`src/rtl/irr_pkg.sv`:
```
package irr_pkg;
  localparam logic [7:0] OFF_SEL = 8'h00;
  localparam logic [7:0] OFF_WIN = 8'h10;
  localparam logic [7:0] SEL_ID  = 8'h00;
  localparam logic [7:0] SEL_VER = 8'h01;
  localparam logic [7:0] SEL_ARB = 8'h02;
  localparam logic [7:0] SEL_TBL = 8'h10;

  localparam int ENTRY_W    = 64;
  localparam int BIT_DMODE  = 11;
  localparam int BIT_REMOTE = 14;
  localparam int BIT_TRIG   = 15;
  localparam int BIT_MASK   = 16;
  localparam int DEST_LSB   = 56;

  localparam logic [ENTRY_W-1:0] ENTRY_RST = 64'h0000_0000_0001_0000;

  typedef enum logic [1:0] {TGT_NONE, TGT_SEL, TGT_WIN} bus_tgt_e;
  typedef enum logic [2:0] {WR_ID, WR_VER, WR_ARB, WR_ENTRY, WR_BAD} win_reg_e;
endpackage

```
`src/rtl/irr_decode.sv`:
```
module irr_decode
  import irr_pkg::*;
#(
  parameter int NPINS = 24,
  parameter int IDX_W = 5
) (
  input  logic [7:0]       sel,
  output win_reg_e         kind,
  output logic [IDX_W-1:0] idx,
  output logic             hi_half
);
  logic [7:0] off;
  logic [6:0] full_idx;

  assign off      = sel - SEL_TBL;
  assign full_idx = off[7:1];
  assign idx      = full_idx[IDX_W-1:0];
  assign hi_half  = sel[0];

  always_comb begin
    if (sel == SEL_ID)                 kind = WR_ID;
    else if (sel == SEL_VER)           kind = WR_VER;
    else if (sel == SEL_ARB)           kind = WR_ARB;
    else if (int'(full_idx) < NPINS)   kind = WR_ENTRY;
    else                               kind = WR_BAD;
  end
endmodule

```
`src/rtl/irr_entry_table.sv`:
```
module irr_entry_table
  import irr_pkg::*;
#(
  parameter int NPINS = 24,
  parameter int IDX_W = 5
) (
  input  logic               clk,
  input  logic               rst_n,
  input  logic               wr_en,
  input  logic [IDX_W-1:0]   wr_idx,
  input  logic               wr_hi,
  input  logic [31:0]        wr_data,
  input  logic [NPINS-1:0]   req_level,
  input  logic [NPINS-1:0]   remote_set,
  input  logic [NPINS-1:0]   remote_clr,
  output logic [ENTRY_W-1:0] entry_q [NPINS],
  output logic               mask_evt_valid,
  output logic [IDX_W-1:0]   mask_evt_pin,
  output logic               mask_evt_value,
  output logic               svc_valid,
  output logic [IDX_W-1:0]   svc_pin
);
  for (genvar p = 0; p < NPINS; p++) begin : g_pin
    logic               hit;
    logic [ENTRY_W-1:0] nxt;

    assign hit = wr_en && (wr_idx == IDX_W'(p));

    always_comb begin
      nxt = entry_q[p];
      if (hit) begin
        if (wr_hi) nxt[63:32] = wr_data;
        else       nxt[31:0]  = wr_data;
      end
      if (remote_clr[p])     nxt[BIT_REMOTE] = 1'b0;
      if (remote_set[p])     nxt[BIT_REMOTE] = 1'b1;
      if (hit && !wr_hi)     nxt[BIT_REMOTE] = 1'b0;
    end

    always_ff @(posedge clk) begin
      if (!rst_n) entry_q[p] <= ENTRY_RST;
      else        entry_q[p] <= nxt;
    end

    // a low-half write leaves the remote-pending bit cleared
    assert_low_write_clears_remote_R7: assert property (@(posedge clk) disable iff (!rst_n)
      (hit && !wr_hi) |=> !entry_q[p][BIT_REMOTE]);
    // a set pulse without a competing low-half write sets the bit
    assert_remote_set_sticks_R8: assert property (@(posedge clk) disable iff (!rst_n)
      (remote_set[p] && !(hit && !wr_hi)) |=> entry_q[p][BIT_REMOTE]);
  end

  logic [ENTRY_W-1:0] old_ent;
  logic               new_trig;

  assign old_ent  = entry_q[wr_idx];
  assign new_trig = wr_hi ? old_ent[BIT_TRIG] : wr_data[BIT_TRIG];

  always_ff @(posedge clk) begin
    if (!rst_n) begin
      mask_evt_valid <= 1'b0;
      mask_evt_pin   <= '0;
      mask_evt_value <= 1'b0;
      svc_valid      <= 1'b0;
      svc_pin        <= '0;
    end else begin
      mask_evt_valid <= wr_en && !wr_hi && (wr_data[BIT_MASK] != old_ent[BIT_MASK]);
      mask_evt_pin   <= wr_idx;
      mask_evt_value <= wr_data[BIT_MASK];
      svc_valid      <= wr_en && new_trig && req_level[wr_idx];
      svc_pin        <= wr_idx;
    end
  end

  // the event reports the mask now held in the table
  assert_mask_evt_matches_R9: assert property (@(posedge clk) disable iff (!rst_n)
    mask_evt_valid |-> (entry_q[mask_evt_pin][BIT_MASK] == mask_evt_value));
  // a service request only names a level-triggered entry
  assert_svc_level_only_R10: assert property (@(posedge clk) disable iff (!rst_n)
    svc_valid |-> entry_q[svc_pin][BIT_TRIG]);
endmodule

```
`src/rtl/irr_readback.sv`:
```
module irr_readback
  import irr_pkg::*;
#(
  parameter int          NPINS    = 24,
  parameter int          IDX_W    = 5,
  parameter logic [7:0]  VER_CODE = 8'h11
) (
  input  logic               clk,
  input  logic               rst_n,
  input  logic               rd_en,
  input  bus_tgt_e           tgt,
  input  win_reg_e           kind,
  input  logic [IDX_W-1:0]   idx,
  input  logic               hi_half,
  input  logic [7:0]         sel,
  input  logic [3:0]         id,
  input  logic [ENTRY_W-1:0] entries [NPINS],
  output logic               rd_valid,
  output logic [31:0]        rd_data
);
  localparam logic [7:0] MAX_PIN = 8'(NPINS - 1);

  logic [31:0]        val;
  logic [ENTRY_W-1:0] ent;

  assign ent = entries[idx];

  always_comb begin
    val = '0;
    unique case (tgt)
      TGT_SEL: val = {24'h0, sel};
      TGT_WIN: begin
        unique case (kind)
          WR_ID, WR_ARB: val = {4'h0, id, 24'h0};
          WR_VER:        val = {8'h00, MAX_PIN, 8'h00, VER_CODE};
          WR_ENTRY:      val = hi_half ? ent[63:32] : ent[31:0];
          default:       val = '1;
        endcase
      end
      default: val = '0;
    endcase
  end

  always_ff @(posedge clk) begin
    if (!rst_n) begin
      rd_valid <= 1'b0;
      rd_data  <= '0;
    end else begin
      rd_valid <= rd_en;
      if (rd_en) rd_data <= val;
    end
  end

  assert_rd_one_cycle_R2: assert property (@(posedge clk) disable iff (!rst_n)
    rd_en |=> rd_valid);
  assert_rd_no_spurious_R2: assert property (@(posedge clk) disable iff (!rst_n)
    !rd_en |=> !rd_valid);
  assert_oob_reads_ones_R6: assert property (@(posedge clk) disable iff (!rst_n)
    (rd_en && tgt == TGT_WIN && kind == WR_BAD) |=> (rd_data == 32'hFFFF_FFFF));
  assert_other_offset_zero_R1: assert property (@(posedge clk) disable iff (!rst_n)
    (rd_en && tgt == TGT_NONE) |=> (rd_data == 32'h0));
endmodule

```
`src/rtl/irq_router_regfile.sv`:
```
module irq_router_regfile
  import irr_pkg::*;
#(
  parameter int          NPINS    = 24,
  parameter logic [7:0]  VER_CODE = 8'h11,
  localparam int         IDX_W    = $clog2(NPINS)
) (
  input  logic               clk,
  input  logic               rst_n,
  input  logic [7:0]         bus_addr,
  input  logic               bus_wr,
  input  logic               bus_rd,
  input  logic [31:0]        bus_wdata,
  output logic               rd_valid,
  output logic [31:0]        rd_data,
  input  logic [NPINS-1:0]   req_level,
  input  logic [NPINS-1:0]   remote_set,
  input  logic [NPINS-1:0]   remote_clr,
  output logic [NPINS*8-1:0] pin_vector,
  output logic [NPINS*3-1:0] pin_dlv_mode,
  output logic [NPINS-1:0]   pin_dest_mode,
  output logic [NPINS-1:0]   pin_trig_level,
  output logic [NPINS-1:0]   pin_mask,
  output logic [NPINS-1:0]   pin_remote,
  output logic [NPINS*8-1:0] pin_dest,
  output logic               mask_evt_valid,
  output logic [IDX_W-1:0]   mask_evt_pin,
  output logic               mask_evt_value,
  output logic               svc_valid,
  output logic [IDX_W-1:0]   svc_pin
);
  bus_tgt_e           tgt;
  win_reg_e           kind;
  logic [IDX_W-1:0]   idx;
  logic               hi_half;
  logic [7:0]         sel_q;
  logic [3:0]         id_q;
  logic               tbl_wr;
  logic [ENTRY_W-1:0] ent [NPINS];

  always_comb begin
    if (bus_addr == OFF_SEL)      tgt = TGT_SEL;
    else if (bus_addr == OFF_WIN) tgt = TGT_WIN;
    else                          tgt = TGT_NONE;
  end

  irr_decode #(.NPINS(NPINS), .IDX_W(IDX_W)) u_decode (
    .sel(sel_q), .kind(kind), .idx(idx), .hi_half(hi_half)
  );

  always_ff @(posedge clk) begin
    if (!rst_n) begin
      sel_q <= '0;
      id_q  <= '0;
    end else if (bus_wr) begin
      if (tgt == TGT_SEL) sel_q <= bus_wdata[7:0];
      if (tgt == TGT_WIN && kind == WR_ID) id_q <= bus_wdata[27:24];
    end
  end

  assign tbl_wr = bus_wr && (tgt == TGT_WIN) && (kind == WR_ENTRY);

  irr_entry_table #(.NPINS(NPINS), .IDX_W(IDX_W)) u_table (
    .clk(clk), .rst_n(rst_n),
    .wr_en(tbl_wr), .wr_idx(idx), .wr_hi(hi_half), .wr_data(bus_wdata),
    .req_level(req_level), .remote_set(remote_set), .remote_clr(remote_clr),
    .entry_q(ent),
    .mask_evt_valid(mask_evt_valid), .mask_evt_pin(mask_evt_pin),
    .mask_evt_value(mask_evt_value),
    .svc_valid(svc_valid), .svc_pin(svc_pin)
  );

  irr_readback #(.NPINS(NPINS), .IDX_W(IDX_W), .VER_CODE(VER_CODE)) u_readback (
    .clk(clk), .rst_n(rst_n), .rd_en(bus_rd), .tgt(tgt), .kind(kind),
    .idx(idx), .hi_half(hi_half), .sel(sel_q), .id(id_q), .entries(ent),
    .rd_valid(rd_valid), .rd_data(rd_data)
  );

  for (genvar p = 0; p < NPINS; p++) begin : g_out
    assign pin_vector[p*8 +: 8]   = ent[p][7:0];
    assign pin_dlv_mode[p*3 +: 3] = ent[p][10:8];
    assign pin_dest_mode[p]       = ent[p][BIT_DMODE];
    assign pin_trig_level[p]      = ent[p][BIT_TRIG];
    assign pin_mask[p]            = ent[p][BIT_MASK];
    assign pin_remote[p]          = ent[p][BIT_REMOTE];
    assign pin_dest[p*8 +: 8]     = ent[p][DEST_LSB +: 8];
  end

  // writes outside the two offsets leave the select value alone
  assert_sel_untouched_R1: assert property (@(posedge clk) disable iff (!rst_n)
    (bus_wr && tgt == TGT_NONE) |=> $stable(sel_q));
  // writes through the arbitration alias do not change the identification value
  assert_arb_write_ignored_R4: assert property (@(posedge clk) disable iff (!rst_n)
    (bus_wr && tgt == TGT_WIN && kind == WR_ARB) |=> $stable(id_q));
endmodule

```
`config.mk`:
```
export PLATFORM = sky130hd
export DESIGN_NAME = irq_router_regfile
export DESIGN_NICKNAME = d
export VERILOG_FILES = /design/src/rtl/irr_pkg.sv /design/src/rtl/irr_decode.sv /design/src/rtl/irr_entry_table.sv /design/src/rtl/irr_readback.sv /design/src/rtl/irq_router_regfile.sv
export SDC_FILE = /design/constraint.sdc
export NUM_CORES = 2
export LEC_CHECK = 0
export BUFFER_PORTS_ARGS = -buffer_cell sky130_fd_sc_hd__buf_4
export CORE_MARGIN = 1.5
export CORE_UTILIZATION = 60
export CTS_BUF_LIST = sky130_fd_sc_hd__clkbuf_4
export DETAILED_ROUTE_END_ITERATION = 10
export PLACE_DENSITY = 0.81
export SETUP_SLACK_MARGIN = 0.1
export SYNTH_ARGS = -nofsm -noshare
export SYNTH_HDL_FRONTEND = slang
export SYNTH_SLANG_ARGS = --single-unit
export TNS_END_PERCENT = 100
```
`constraint.sdc`:
```
create_clock -name clk -period 4.1 [get_ports clk]
set_input_delay 0.82 -clock clk [delete_from_list [all_inputs] [get_ports clk]]
set_output_delay 0.82 -clock clk [all_outputs]
set_load 0.005 [all_outputs]
```
==> results.md <==
* Vias in the first global route at a little under 60000
* PostCTS Resize Cnt at 0
* Initial Utilization at just over 60%
* Relative slew slack at roughly 30%
* Worst Hold Class: in2reg
* Hold_buf cts at 85
* Cell count after synthesis at approximately 7500
* Post-layout minimum cycle time at 3.48 ns
* Ys flop type: dfxtp_1
* Total Routing Usage GR at a little under two fifths
* Cell Pwr Density at 364 nW/µm²
* Vias/cell at approximately 6.2
* Sequential-to-total area share from yosys stat at 43.1%
* WP buf/inv at 3
* Multi-input logic area at ~34000 µm²
* Number of placement rows at ~130
* IO buf count at between 700 and 800
* CP Max Fanout at 21
* Max Cap Viol at 0
* Total routed wirelength at around 240000 µm
* TritonCTS buffer count at 413
* Initial antenna violation count at 7
* Worst reg2reg startpoint: sel_q[4]
* RSZ-0062 raised after global routing: false
* Post-CTS Setup Bufs at 0
* Fmax at between 0.2 and 0.3 GHz
* Yosys cell types at a little under 70
* Reg area at roughly 32000 µm²
* Layout area overhead at 10.5%
* Final setup viols at 0
* CP Cell Sequence: inv_2 -> ha_1 -> or2_1 -> o21ai_1 -> mux2_1 -> and3_2 -> buf_12 -> nand3_4 -> buf_4 -> mux2i_1
* Fin. Hold Viols at 0
* Post-synth EDFFs at 0
* Placer's final routability congestion estimate at 0.951
* Synthesized net count at between 7000 and 8000
* Worst hold path startpoint: remote_set[21]
* Req. time, crit path at ~5.2 ns
* Final slew viol count at 0
* Die H at around 350 µm
* Arrival time at the worst endpoint at approximately 4.6 ns
* Drt initial violations at 6711
* Synth Cell Area at 73800 µm²
* CP Launch Type: flop
* First-pass GRT wire length at approximately 360000 µm
* Crit path max-delay family: simple AND/OR/NAND/NOR gates
* Placed cells at just under 9000
* VDD IR max at between 0.3 and 0.4 mV
* Met3 Use GR at 10.5%
* Worst Max-Slew Pin Slew at 1.05 ns
* Die width at 354 µm
* Post-route ant nets at 0
* Setup TNS at 0 ns
* Sink Count at between 1500 and 2000
* Warnings from Yosys at 0
* Grt ovf at 0
* GRT busiest layer: met2
* Drt first pass iters at 9
* DR WL/cell at 25.5 µm
* Post-route clock period utilization at 84.9%
* Die footprint at around 130000 µm²
* DRC errors left at 0
* DP Wirelength at 164000 µm
* Clk root buf: clkbuf_4
* Layout fillers at 9240
* Non-filler instance count after layout at 9568
* CTS tree: built
* Skew final at approximately 0.16 ns
* Post-Syn Area per Cell at 9.88 µm²
* GR met2 Demand/Resource at slightly below 60%
* Worst Setup End Kind: flop
* Async set or reset register ratio after synthesis at 0%
* Largest net degree at the start of global routing at 170
* Grt met1 use at a little over two fifths
* Top Ports at around 710
* Crit-path max cell delay at 0.54 ns
* Status: completed
* CTS H-tree lvls at 5
* Critical Path Slowest Stage Cell: and3_2
* Layout cells sized above 1 at 24.7%
* Clk Latency, worst-skew pair at between 1 and 1.5 ns
* CTS max path bufs at 4
* Critical path origin: sel_q[4]
* Via count at 59100
* Leakage at between 30 and 40 nW
* Register bit total from synthesis at ~1600
* Clk slew on worst S/H paths at 0.06 ns
* Core ar. at approximately 120000 µm²
* Final net count at approximately 8000
* Setup CP Type: reg2reg
==> cells by family after synthesis <==
kind of cell,share of synthesized area (%)
compound gates,6.30
xor+xnor,0.0119
fa+ha+maj,0.0339
buf+inv,10.8
flops,43.1
mux,27.2
simple gates,12.6
==> layout by cell type (no fill, tap or decap), types with 29 or more instances in the layout <==
master,count
nand3_4,29
nand2_1,1976
buf_12,47
nand3_1,37
nor2_1,57
dfxtp_1,1584
dlygate4sd3_1,85
mux4_2,325
o22ai_1,58
clkinv_1,56
clkbuf_4,594
a21oi_1,459
a22oi_1,94
mux2i_1,1269
buf_4,900
o211ai_1,102
==> cell type report <==
class,count,share of cell area [%]
multi-input combinational,4616,41.8
sequential,1589,39.0
timing repair buffer,1033,10.5
clock buffer,594,5.47
tap,1625,2.49
clock inverter,73,0.457
inverter,31,0.152
antenna,7,0.0215
==> worst reg2reg max path, cell delays in order, from the launching register on <==
cell and delay [ns]:
dfxtp_2 0.52, inv_2 0.19, ha_1 0.27, or2_1 0.24, o21ai_1 0.18, mux2_1 0.19
and3_2 0.54, buf_12 0.26, nand3_4 0.23, buf_4 0.39, mux2i_1 0.22
==> layer usage <==
metal  vias up  wire (µm)  share of wire, %
met3       938      26000                11
met2      3672     111000                45
li1      25700          -                 -
met5         -         55             0.023
met4         8      20900               8.5
met1     28800      86100                35
==> sequential cells by signal, summed over array words and instances, names as in the netlist, 4 cells and up <==
| name | count |
|---|---|
| sel_q | 8 |
| u_table.mask_evt_pin | 5 |
| u_table.entry_q | 1536 |
| id_q | 4 |
| u_readback.rd_data | 32 |
==> Yosys cell counts (all sizes together), types with 5 or more instances <==
library cell / number / share of area (%)
nor3b: 22 / 0.22
nor4: 9 / 0.14
a31o: 5 / 0.059
o21ai: 20 / 0.14
nand2: 1980 / 10
a21oi: 459 / 3.1
o22ai: 58 / 0.49
nor2: 65 / 0.35
nand2b: 7 / 0.059
dfxtp: 1589 / 43
a211oi: 5 / 0.051
a21o: 5 / 0.051
mux2i: 1270 / 17
and2: 5 / 0.042
clkbuf: 376 / 1.9
buf: 855 / 8.7
a22oi: 94 / 0.96
a31oi: 8 / 0.068
nor2b: 17 / 0.14
and4: 8 / 0.095
nand3: 69 / 0.97
mux4: 325 / 9.9
inv: 31 / 0.16
o211ai: 102 / 1.0
nand4: 18 / 0.20
nor3: 19 / 0.14
==> power by group <==
group	total, mW	leakage [nW]	internal (mW)	switching (mW)
logic	0.944	21.5	0.261	0.683
registers	15.5	12.8	15.4	0.0242
clock network	13.2	2.91	6.74	6.48
==> final timing paths <==
check	to	slack, ns	cells past startpoint
max reg2reg	u_table.entry_q[837]	0.62	10
max	u_table.entry_q[837]	0.62	10
min	u_table.entry_q[142]	0.11	3
min reg2reg	u_table.entry_q[417]	0.45	2
==> through the flow <==
stage	hold WS (ns)	area, µm²	utilization [%]	power (mW)	setup slack, ns
after floorplan	0.429	73800	-	16.3	1.61
after global placement	0.434	75800	62.2	16.6	0.487
after detailed placement	0.441	75800	62.2	16.7	0.505
after CTS	0.0178	81500	66.9	29.7	0.689
after global routing	0.0666	81500	66.9	30.6	0.519
final	0.109	81500	66.9	29.6	0.621
No activity file was read; power rests on OpenSTA's default activity.
